File: src/rtl/nor_id_probe.sv
module nor_id_probe #(
  parameter int ADDR_W = 16,
  parameter int ERR_W  = 24
) (
  input  logic              clk,
  input  logic              rst_n,
  input  logic              start,
  input  logic              wide,
  output logic              done,
  output logic              bus_req,
  output logic              bus_we,
  output logic [ADDR_W-1:0] bus_addr,
  output logic [7:0]        bus_wdata,
  input  logic              bus_ack,
  input  logic [7:0]        bus_rdata,
  output logic [1:0]        method,
  output logic [7:0]        manuf_id,
  output logic [7:0]        dev_id,
  output logic [7:0]        prot_id,
  output logic [ERR_W-1:0]  err_code
);
  localparam logic [1:0] M_NONE = 2'd0;
  localparam logic [1:0] M_A    = 2'd1;
  localparam logic [1:0] M_B    = 2'd2;
  localparam logic [7:0] CMD_RST = 8'hF0;
  localparam logic [ERR_W-1:0] ERR_NOID = ERR_W'('h700);
  localparam logic [ADDR_W-1:0] ADR_0   = '0;
  localparam logic [ADDR_W-1:0] ADR_AAA = ADDR_W'('hAAA);
  localparam logic [ADDR_W-1:0] ADR_555 = ADDR_W'('h555);
  localparam logic [ADDR_W-1:0] ADR_2AA = ADDR_W'('h2AA);

  logic       running, alt, wide_q;
  logic [2:0] step;
  logic [7:0] cap_m, cap_d, cap_p;
  logic [ADDR_W-1:0] stride, unl_hi, unl_lo;
  logic       hit_a, hit_b, last_op;

  assign stride  = wide_q ? ADDR_W'(2) : ADDR_W'(1);
  assign unl_hi  = alt ? ADR_555 : ADR_AAA;
  assign unl_lo  = alt ? ADR_2AA : ADR_555;
  assign bus_req = running;
  assign last_op = running && bus_ack && (step == 3'd7);

  always_comb begin
    bus_we = 1'b1;
    bus_addr = ADR_0;
    bus_wdata = 8'h00;
    case (step)
      3'd0: bus_wdata = CMD_RST;
      3'd1: begin bus_addr = unl_hi; bus_wdata = 8'hAA; end
      3'd2: begin bus_addr = unl_lo; bus_wdata = 8'h55; end
      3'd3: begin bus_addr = unl_hi; bus_wdata = 8'h90; end
      3'd4: bus_we = 1'b0;
      3'd5: begin bus_we = 1'b0; bus_addr = stride; end
      3'd6: begin bus_we = 1'b0; bus_addr = stride + stride; end
      default: bus_wdata = CMD_RST;
    endcase
  end

  assign hit_a = (cap_m == 8'h01 && (cap_p == 8'hDA || cap_p == 8'h7E || cap_p == 8'hD6)) ||
                 (cap_m == 8'h20 && (cap_p == 8'hD7 || cap_p == 8'hDE)) ||
                 (cap_m == 8'h04 && (cap_p == 8'hDA || cap_p == 8'h4A)) ||
                 (cap_m == 8'hC2 &&  cap_p == 8'hDA);
  assign hit_b = (cap_d == 8'h3E && (cap_m == 8'h01 || cap_m == 8'h04 ||
                                     cap_m == 8'h89 || cap_m == 8'hC2)) ||
                 (cap_d == 8'hEA && cap_m == 8'h20);

  always_ff @(posedge clk or negedge rst_n) begin
    if (!rst_n) begin
      running <= 1'b0; alt <= 1'b0; wide_q <= 1'b0; step <= '0; done <= 1'b0;
      cap_m <= 8'hFF; cap_d <= 8'hFF; cap_p <= 8'hFF;
      method <= M_NONE; manuf_id <= 8'hFF; dev_id <= 8'hFF; prot_id <= 8'hFF;
      err_code <= '0;
    end else begin
      done <= 1'b0;
      if (!running) begin
        if (start) begin
          running <= 1'b1; alt <= 1'b0; step <= '0; wide_q <= wide;
          method <= M_NONE; manuf_id <= 8'hFF; dev_id <= 8'hFF; prot_id <= 8'hFF;
          err_code <= '0;
        end
      end else if (bus_ack) begin
        if (step == 3'd4) cap_m <= bus_rdata;
        if (step == 3'd5) cap_d <= bus_rdata;
        if (step == 3'd6) cap_p <= bus_rdata;
        if (step != 3'd7) begin
          step <= step + 3'd1;
        end else if (alt ? hit_b : hit_a) begin
          running <= 1'b0; done <= 1'b1;
          method <= alt ? M_B : M_A;
          manuf_id <= cap_m; dev_id <= cap_d; prot_id <= cap_p;
        end else if (!alt) begin
          alt <= 1'b1; step <= '0;
        end else begin
          running <= 1'b0; done <= 1'b1; err_code <= ERR_NOID;
        end
      end
    end
  end

  a_r10_done_one_cycle: assert property (@(posedge clk) disable iff (!rst_n)
    done |=> !done);
  a_r10_done_after_reset_write: assert property (@(posedge clk) disable iff (!rst_n)
    done |-> $past(bus_req && bus_ack && bus_we && bus_wdata == CMD_RST && bus_addr == ADR_0));
  a_r10_bus_quiet_at_done: assert property (@(posedge clk) disable iff (!rst_n)
    done |-> !bus_req);
  a_r12_hold_until_ack: assert property (@(posedge clk) disable iff (!rst_n)
    (bus_req && !bus_ack) |=> (bus_req && $stable(bus_addr) && $stable(bus_we) && $stable(bus_wdata)));
  a_r11_results_hold: assert property (@(posedge clk) disable iff (!rst_n)
    (!bus_req && !start) |=> ($stable(method) && $stable(err_code) && $stable(manuf_id)));
  a_r8_fail_leaves_unknown: assert property (@(posedge clk) disable iff (!rst_n)
    (done && err_code != '0) |-> (method == M_NONE && manuf_id == 8'hFF && dev_id == 8'hFF));
  a_r9_success_has_method: assert property (@(posedge clk) disable iff (!rst_n)
    (done && err_code == '0) |-> (method == M_A || method == M_B));
  a_r2_start_presets: assert property (@(posedge clk) disable iff (!rst_n)
    (!bus_req && start) |=> (method == M_NONE && prot_id == 8'hFF && err_code == '0));
endmodule

File: config.mk
export PLATFORM = sky130hd
export DESIGN_NAME = nor_id_probe
export DESIGN_NICKNAME = d
export VERILOG_FILES = /design/src/rtl/nor_id_probe.sv
export SDC_FILE = /design/constraint.sdc
export NUM_CORES = 1
export LEC_CHECK = 0
export ABC_CLOCK_PERIOD_IN_PS = 7000
export BUFFER_PORTS_ARGS = -buffer_cell sky130_fd_sc_hd__buf_2
export CORE_MARGIN = 2
export CORE_UTILIZATION = 55
export CTS_CLUSTER_SIZE = 28
export DETAILED_ROUTE_END_ITERATION = 8
export PLACE_DENSITY = 0.8
export SLEW_MARGIN = 10
export SYNTH_ARGS = -nofsm -noshare
export SYNTH_HDL_FRONTEND = slang
export SYNTH_SLANG_ARGS = --single-unit
File: constraint.sdc
create_clock -name clk -period 7 [get_ports clk]
set_clock_uncertainty 0.15 [all_clocks]
set_input_delay 0.35 -clock clk [delete_from_list [all_inputs] [get_ports clk]]
set_output_delay 0.35 -clock clk [all_outputs]
set_load 0.01 [all_outputs]
==> flow_metrics.tcl, run 1 <==
set metrics [dict create \
    routed_wl_mm 7.76 \
    end_kind "register" \
    synth_area_um2 3580 \
    clk_latency_ns 0.35 \
    htreeDepth 3 \
    tns_ns 0 \
    wire_per_inst_um 15.6 \
    combPwrFrac 0.393 \
    p_seq_frac 0.396 \
    drt_iter0_drc 152 \
    p_total_uw 1640 \
    nets 434 \
    intPower_uw 993 \
    fillers 526 \
    gr-usage-all-layers 0.221 \
    yosys.area.top_type "dfstp_2" \
    hold_viol_final 5 \
    power_frac_clock 0.210 \
    grt_max_degree 59 \
    cpMostUsedCell "ha_1" \
    dp_hpwl_mm 5.46 \
    peakVddDrop_v 0.000326 \
    start_util 0.567 \
    cts.clk_slew.worst_paths_ns 0.06 \
    p_switching_uw 644 \
    insertedDiodeCount 0 \
    vias 2845 \
    cp_max_fo 25 \
    start_kind "register" \
    tightest_slew_ns 1.25 \
    violations "negative hold slack" \
    place.gp.congestion 1.04 \
    ctsResizeCount 0 \
    ant_nets 0 \
    netlist.area_leader.share 0.352 \
    ioPinCount 90 \
    rows 29 \
    ys_ff_latch 58 \
    tritoncts "done" \
    period_share 0.429 \
    die_h_um 84.7 \
    first_global_vias 2574 \
    cts_buffers 9 \
    final_layout_size_suffix_gt1_frac 0.418 \
    cap_viol_max_count 0 \
    synth_cell_type_count 45 \
    switching_share 0.393 \
    via_per_inst 5.74 \
    crit_path_top_delay_cell "nand2_1" \
    clockBufferDepth 2 \
    rsz0062_at_grt "false" \
    antenna_found_initial 0 \
    crit_arrival_ns 3.10 \
    final_area_um2 3990 \
    synth_warnings 0 \
    area_growth_pct 11.2 \
    syn_inst 366 \
    setup-violations-final 0 \
    min_path_type "input pin to async pin" \
    cp.buffers_inverters 0 \
    cpLargestDelayFamily "simple AND/OR/NAND/NOR gates" \
    gr-total-overflow 0 \
    post-route-util 0.631 \
    min_period_ns 3.00 \
    synth.avg_cell_area_um2 9.79 \
    dpl_cell_area_um2 3770 \
    die_area_um2 7170 \
    yosysSeqAreaShare 0.422 \
    first_pass_iters 4 \
    slowest_delay_ns 0.85 \
    dieWidth_um 84.7 \
    p_leak_uw 0.00160 \
    path_class "register to register" \
    port_buffers 64 \
    fmax_mhz 333 \
    p_per_area_nw_per_um2 411 \
    synthFlopType "dfstp_2" \
    hold_buffers 0 \
    worstPathCellList "ha_1, ha_1, nand3_1, nand2_1, nor2_1, a311oi_2" \
    clkSinkCount 58 \
    synthArstFlopShare 1.00 \
    slew_headroom 0.164 \
    slew_viol_final 0 \
    drc 0 \
    status "complete, but fails checks" \
    core_um2 6310 \
    holdWs_ns -0.0119 \
    required_ns 7.10 \
    grt_pass1_wl_mm 12.5 \
    netlist_top_cells_area "dfstp_2, a311oi_2, mux2_2, buf_4, dfrtp_1" \
    synth-edff-count 0 \
    post_cts_buffers 0 \
    clockRootBuffer "clkbuf_8" \
]
-- placed cells by master, fill, tap and decap left out, types with 2 or more instances in the layout --
cell type / instances
a21oi_1: 7
a311oi_1: 4
a311oi_2: 19
a31o_2: 2
and4b_1: 3
buf_2: 64
buf_4: 4
bufinv_16: 2
clkbuf_1: 2
clkbuf_8: 11
conb_1: 25
dfrtp_1: 10
dfstp_2: 48
ha_1: 6
inv_1: 30
mux2_2: 24
nand2_1: 13
nand2b_1: 2
nand3_1: 8
nand4_1: 6
nor2_1: 43
nor2b_1: 6
nor3_1: 23
nor4_1: 2
o211ai_1: 3
o21ai_0: 6
o22ai_1: 2
o311ai_0: 3
o31ai_1: 2
or3_1: 22
xor2_1: 2
-- worst paths after layout --
kind | slack [ns] | cells after the start | start | to
setup / recovery | 4.00 | 6 | step[1]$_DFFE_PN0P_ | prot_id[3]$_DFFE_PN1P_
hold / removal | -0.01 | 2 | rst_n | step[0]$_DFFE_PN0P_
setup reg to reg | 4.00 | 6 | step[1]$_DFFE_PN0P_ | prot_id[3]$_DFFE_PN1P_
hold reg to reg | 0.34 | 2 | manuf_id[4]$_DFFE_PN1P_ | manuf_id[4]$_DFFE_PN1P_
max in group asynchronous | 6.26 | 2 | rst_n | method[1]$_DFFE_PN0P_
min in group clk | 0.06 | 3 | wide | wide_q$_DFFE_PN0P_
-- power groups by stage --
stage	Combinational, uW	Clock, uW	Sequential [uW]
finish	644	344	649
global route	711	366	666
CTS	648	350	644
detailed placement	643	0	648
global placement	625	0	641
floorplan	539	0	598
-- cells by family after synthesis --
kind of cell | Yosys count | share of synthesized area
buffers and inverters | 84 | 0.131
XOR/XNOR | 3 | 0.00734
AND/OR/NAND/NOR | 135 | 0.193
adder cells (fa/ha/maj) | 6 | 0.0210
AO/OA/AOI/OAI | 54 | 0.146
other | 1 | 0.00105
flip-flops | 58 | 0.422
multiplexers | 25 | 0.0782
-- registers in the layout (all words and copies together) (netlist names) --
register,cells
cap_m,8
wide_q,1
manuf_id,8
bus_req,1
err_code,1
alt,1
done,1
cap_p,8
method,2
cap_d,8
step,3
prot_id,8
dev_id,8
-- area by class of cell --
class / instances / area [um^2] / area share
clock buffers: 13 / 159 / 0.0399
clock inverters: 2 / 60.1 / 0.0151
inverters: 30 / 113 / 0.0283
multi-input cells: 248 / 1700 / 0.425
flip-flops and latches: 58 / 1510 / 0.379
well taps: 77 / 96.3 / 0.0242
repair buffers: 68 / 350 / 0.0879
-- worst register-to-register path, cell delays in order (launching register included) --
cell and delay [ns]:
dfrtp_1 0.47, ha_1 0.23, ha_1 0.26, nand3_1 0.51, nand2_1 0.85, nor2_1 0.15
a311oi_2 0.28
-- per-layer routing --
layer | vias up | GRT usage | part of all wire
li1 | 1338 | - | -
met1 | 1381 | 0.298 | 0.43
met2 | 106 | 0.339 | 0.48
met3 | 20 | 0.0639 | 0.065
met4 | 0 | 0.0866 | 0.019
met5 | - | 0 | 0
-- stage by stage --
step | hold WS (ns) | setup slack (ns) | std cells
6_report | -0.0119 | 4.00 | 496
5_1_grt | 0.0534 | 3.71 | 496
4_1_cts | 0.00505 | 4.04 | 496
3_5_place_dp | 0.328 | 4.05 | 481
3_3_place_gp | 0.330 | 4.12 | 481
2_1_floorplan | -0.0956 | 4.68 | 390
-- cells in the mapped netlist, drive strengths merged, types with 2 or more instances --
| master | number |
|---|---|
| nand4 | 6 |
| o21ai | 7 |
| nor2b | 6 |
| nand2 | 13 |
| dfrtp | 10 |
| a31o | 2 |
| nor2 | 43 |
| and4b | 3 |
| nor4 | 2 |
| o211ai | 3 |
| buf | 39 |
| nand2b | 2 |
| o311ai | 3 |
| dfstp | 48 |
| nor3 | 23 |
| o22ai | 2 |
| nand3 | 8 |
| xor2 | 2 |
| inv | 30 |
| a21oi | 7 |
| or3 | 22 |
| ha | 6 |
| o31ai | 2 |
| a311oi | 23 |
| clkbuf | 15 |
| mux2 | 24 |
(Power assumes the default switching activity.)
==> run 2: changes to the inputs <==
--- a/config.mk
+++ b/config.mk
@@ -5,13 +5,13 @@
 export SDC_FILE = /design/constraint.sdc
 export NUM_CORES = 1
 export LEC_CHECK = 0
-export ABC_CLOCK_PERIOD_IN_PS = 7000
+export ABC_CLOCK_PERIOD_IN_PS = 2400
 export BUFFER_PORTS_ARGS = -buffer_cell sky130_fd_sc_hd__buf_2
 export CORE_MARGIN = 2
-export CORE_UTILIZATION = 55
+export CORE_UTILIZATION = 49
 export CTS_CLUSTER_SIZE = 28
 export DETAILED_ROUTE_END_ITERATION = 8
-export PLACE_DENSITY = 0.8
+export PLACE_DENSITY = 0.75
 export SLEW_MARGIN = 10
 export SYNTH_ARGS = -nofsm -noshare
 export SYNTH_HDL_FRONTEND = slang
==> constraint.sdc (replaced) <==
create_clock -name clk -period 2.4 [get_ports clk]
set_clock_uncertainty 0.15 [all_clocks]
set_input_delay 0.12 -clock clk [delete_from_list [all_inputs] [get_ports clk]]
set_output_delay 0.12 -clock clk [all_outputs]
set_load 0.01 [all_outputs]
==> flow_metrics.tcl, run 2 (synthesis results as in run 1) <==
set metrics [dict create \
    p_per_area_nw_per_um2 1160 \
    slowest_delay_ns 0.59 \
    status "complete, but fails checks" \
    port_buffers 64 \
    worstPathCellList "nor2b_1, nand4_1, o22ai_1, a211oi_2, or2_1, buf_4, o311a_1" \
    crit_arrival_ns 2.46 \
    start_util 0.499 \
    area_growth_pct 20.4 \
    clk_latency_ns 0.34 \
    reg2reg_slack_ns -0.003 \
    htreeDepth 3 \
    core_um2 7180 \
    rsz0062_at_grt "true" \
    place.gp.congestion 0.957 \
    drt_iter0_drc 162 \
    start_kind "register" \
    cp.buffers_inverters 1 \
    ant_nets 0 \
    first_global_vias 2765 \
    insertedDiodeCount 0 \
    nets 460 \
    layout_commonest_cell "buf_2" \
    first_pass_iters 4 \
    ioPinCount 90 \
    setup-violations-final 1 \
    placedCellCount 514 \
    dieWidth_um 89.5 \
    cp_max_fo 11 \
    period_share 1.00 \
    tritoncts "done" \
    mostFrequentLayoutCells "buf_2, dfstp_2, nor2_1, inv_1, conb_1" \
    reg2regPathDepth 7 \
    wire_per_inst_um 14.9 \
    fillers 623 \
    post-route-util 0.601 \
    clockRootBuffer "clkbuf_8" \
    crit_path_top_delay_cell "dfstp_2" \
    p_total_uw 5000 \
    end_kind "register" \
    drc 0 \
    violations "negative setup slack" \
    cpLargestDelayFamily "simple AND/OR/NAND/NOR gates" \
    gr-total-overflow 0 \
    dp_hpwl_mm 5.88 \
    die_area_um2 8010 \
    rr_startpoint "cap_p[7]$_DFFE_PN1P_" \
    min_path_type "input pin to async pin" \
    path_class "register to register" \
    final_layout_size_suffix_gt1_frac 0.462 \
    fmax_mhz 416 \
    final_cells 545 \
    grt_pass1_wl_mm 13.0 \
    rows 31 \
    layout_setup_ws_ns -0.00344 \
    cts_buffers 9 \
    hold_viol_final 0 \
    gr-usage-all-layers 0.213 \
    cts.clk_slew.worst_paths_ns 0.07 \
    via_per_inst 5.34 \
    cp-startpoint "cap_p[7]$_DFFE_PN1P_" \
    min_period_ns 2.40 \
    p_leak_uw 0.00173 \
    cap_viol_max_count 0 \
    die_h_um 89.5 \
    routed_wl_mm 8.12 \
    clockBufferDepth 2 \
    clkSinkCount 58 \
    required_ns 2.46 \
    vias 2913 \
    antenna_found_initial 0 \
    slew_viol_final 0 \
    peakVddDrop_v 0.000620 \
    grt_max_degree 31 \
    cp_num_cells 7 \
]
==> run 2: report_power, final <==
group | leakage [uW] | switching [uW] | total (uW) | internal, uW
combinational | 0.00101 | 1190 | 2140 | 954
clock | 0.000103 | 406 | 946 | 540
sequential | 0.000612 | 440 | 1910 | 1470
total | 0.00173 | 2030 | 5000 | 2970
==> run 2: routing by layer <==
layer,GRT usage,part of all wire,wire (um),vias up
met5,0,0,0,-
met4,0.111,0.022,177,0
met3,0.0471,0.048,391,12
li1,-,-,-,1389
met2,0.328,0.49,3940,109
met1,0.280,0.44,3610,1403
==> run 2: repair_timing <==
item	4_1_cts	5_1_grt
pin swaps	0	2
buffers inserted	0	3
resized for setup	3	15
endpoints found under the hold margin	87	0
setup endpoints to repair	7	42
hold buffers	12	0
==> run 2: final cells by class <==
class	count	area, um^2	area share
Timing Repair Buffer	94	576	0.133
Multi-Input combinational cell	248	1780	0.412
Sequential cell	58	1510	0.351
Inverter	30	113	0.0261
Clock inverter	6	63.8	0.0148
Tap cell	99	124	0.0287
Clock buffer	10	149	0.0345
==> run 2: worst paths after layout <==
path / to
setup reg to reg: err_code[9]$_DFFE_PN0P_
setup / recovery: err_code[9]$_DFFE_PN0P_
min in group clk: manuf_id[4]$_DFFE_PN1P_
hold reg to reg: manuf_id[4]$_DFFE_PN1P_
max in group asynchronous: dev_id[4]$_DFFE_PN1P_
hold / removal: bus_req$_DFF_PN0_
==> run 2: metrics by stage <==
stage	hold slack [ns]	cell area (um^2)	setup TNS, ns	setup slack (ns)
global placement	0.0136	3880	0	0.147
global route	0.207	4310	-1.22	-0.0767
detailed placement	0.0221	3880	0	0.0322
floorplan	-0.326	3670	0	0.145
finish	0.195	4310	-0.00344	-0.00344
CTS	0.195	4220	0	0.0195
==> run 2: worst min-delay path, stage by stage <==
cell	delay (ns)
dlygate4sd3_1	0.52
buf_2	0.11
buf_4	0.34
==> run 3: changes to the inputs <==
--- a/config.mk
+++ b/config.mk
@@ -12,6 +12,7 @@
 export CTS_CLUSTER_SIZE = 28
 export DETAILED_ROUTE_END_ITERATION = 8
 export PLACE_DENSITY = 0.75
+export REMOVE_ABC_BUFFERS = 1
 export SLEW_MARGIN = 10
 export SYNTH_ARGS = -nofsm -noshare
 export SYNTH_HDL_FRONTEND = slang
==> flow_metrics.tcl, run 3 (synthesis results as in run 1) <==
set metrics [dict create \
    setup-violations-final 0 \
    pre_cts_ws_ns 0.0225 \
    final_area_um2 4310 \
    worstPathCellList "nand3_1, or4_1, a31oi_1, nor2_1, or2_4, buf_12, a311oi_2" \
    via_per_inst 5.38 \
    peakVddDrop_v 0.000680 \
    ioPinCount 90 \
    antenna_found_initial 0 \
    routed_wl_mm 8.07 \
    insertedDiodeCount 0 \
    gr-total-overflow 0 \
    p_per_area_nw_per_um2 1170 \
    cp_max_fo 21 \
    clkSinkCount 58 \
    area_growth_pct 20.4 \
    core_um2 7180 \
    tightest_slew_ns 0.538 \
    vias 2905 \
    first_pass_iters 4 \
    place.gp.congestion 0.877 \
    port_buffers 64 \
    period_share 0.954 \
    dp_hpwl_mm 5.53 \
    crit_path_top_delay_cell "dfstp_2" \
    drt_iter0_drc 239 \
    crit_arrival_ns 2.40 \
    rows 31 \
    wire_per_inst_um 15.0 \
    fillers 596 \
    end_kind "register" \
    tritoncts "done" \
    min_path_type "input pin to async pin" \
    gr-usage-all-layers 0.214 \
    hold_viol_final 0 \
    status "finished clean" \
    dieWidth_um 89.5 \
    start_util 0.499 \
    fmax_mhz 437 \
    dpl_cell_area_um2 3880 \
    cts.clk_slew.worst_paths_ns 0.07 \
    final_cells 540 \
    path_class "register to register" \
    first_global_vias 2753 \
    required_ns 2.51 \
    ant_nets 0 \
    layout_setup_ws_ns 0.111 \
    cts_buffers 9 \
    slew_headroom 0.641 \
    final_layout_size_suffix_gt1_frac 0.456 \
    cap_viol_max_count 0 \
    layout_commonest_cell "buf_2" \
    drc 0 \
    placedCellCount 511 \
    clockRootBuffer "clkbuf_8" \
    min_period_ns 2.29 \
    clockBufferDepth 2 \
    slew_viol_final 0 \
    p_leak_uw 0.00172 \
    slowest_delay_ns 0.58 \
    grt_pass1_wl_mm 13.2 \
    htreeDepth 3 \
    die_area_um2 8010 \
    clk_latency_ns 0.35 \
    start_kind "register" \
    nets 455 \
    post-route-util 0.601 \
    mostFrequentLayoutCells "buf_2, dfstp_2, nor2_1, inv_1, conb_1" \
    die_h_um 89.5 \
    grt_max_degree 59 \
]
==> run 3: layout make-up <==
type	count	area [um^2]	share of cell area
inverter	30	113	0.0261
clock inverter	5	77.6	0.0180
tap	99	124	0.0287
sequential	58	1510	0.351
clock buffer	11	141	0.0328
multi-input combinational	248	1780	0.412
timing repair buffer	89	567	0.131
==> run 3: worst paths after layout <==
path / start / to / slack, ns / depth (start not counted)
hold reg to reg: manuf_id[4]$_DFFE_PN1P_ / manuf_id[4]$_DFFE_PN1P_ / 0.33 / 2
hold / removal: rst_n / step[0]$_DFFE_PN0P_ / 0.17 / 3
min in group clk: manuf_id[4]$_DFFE_PN1P_ / manuf_id[4]$_DFFE_PN1P_ / 0.33 / 2
setup / recovery: cap_m[3]$_DFFE_PN1P_ / dev_id[3]$_DFFE_PN1P_ / 0.11 / 7
max in group asynchronous: rst_n / dev_id[4]$_DFFE_PN1P_ / 1.64 / 3
setup reg to reg: cap_m[3]$_DFFE_PN1P_ / dev_id[3]$_DFFE_PN1P_ / 0.11 / 7
==> run 3: timing repair <==
| action | in CTS | in global routing |
|---|---|---|
| buffers inserted | 0 | 1 |
| setup endpoints to repair | 8 | 32 |
| resized for setup | 5 | 15 |
| pin swaps | 0 | 0 |
| hold buffers | 12 | 0 |
| endpoints found under the hold margin | 87 | 0 |
==> run 3: per-stage QoR <==
step	total power, uW	setup TNS, ns	hold slack (ns)
finish	5040	0	0.172
global route	5390	-0.00599	0.192
CTS	4920	0	0.169
detailed placement	3860	0	-0.000975
global placement	3790	0	-0.0101
floorplan	3040	-43.57	-0.326
==> run 3: per-layer routing <==
| metal | up-vias | GRT usage | wire (um) |
|---|---|---|---|
| li1 | 1384 | - | - |
| met1 | 1409 | 0.302 | 3800 |
| met2 | 94 | 0.323 | 3710 |
| met3 | 18 | 0.0342 | 369 |
| met4 | 0 | 0.100 | 193 |
| met5 | - | 0 | 0 |
==> run 3: power by group <==
part	leakage [uW]	total, uW	internal [uW]	switching (uW)
clock	0.000109	1010	609	397
combinational	0.00100	2130	948	1180
sequential	0.000612	1900	1470	428
==> run 3: worst max-delay path: cells and delay by family, from the launching register on <==
family          cells  cell delay, ns
flops               1            0.58
buf+inv             1            0.17
simple gates        4            0.82
compound gates      2            0.47
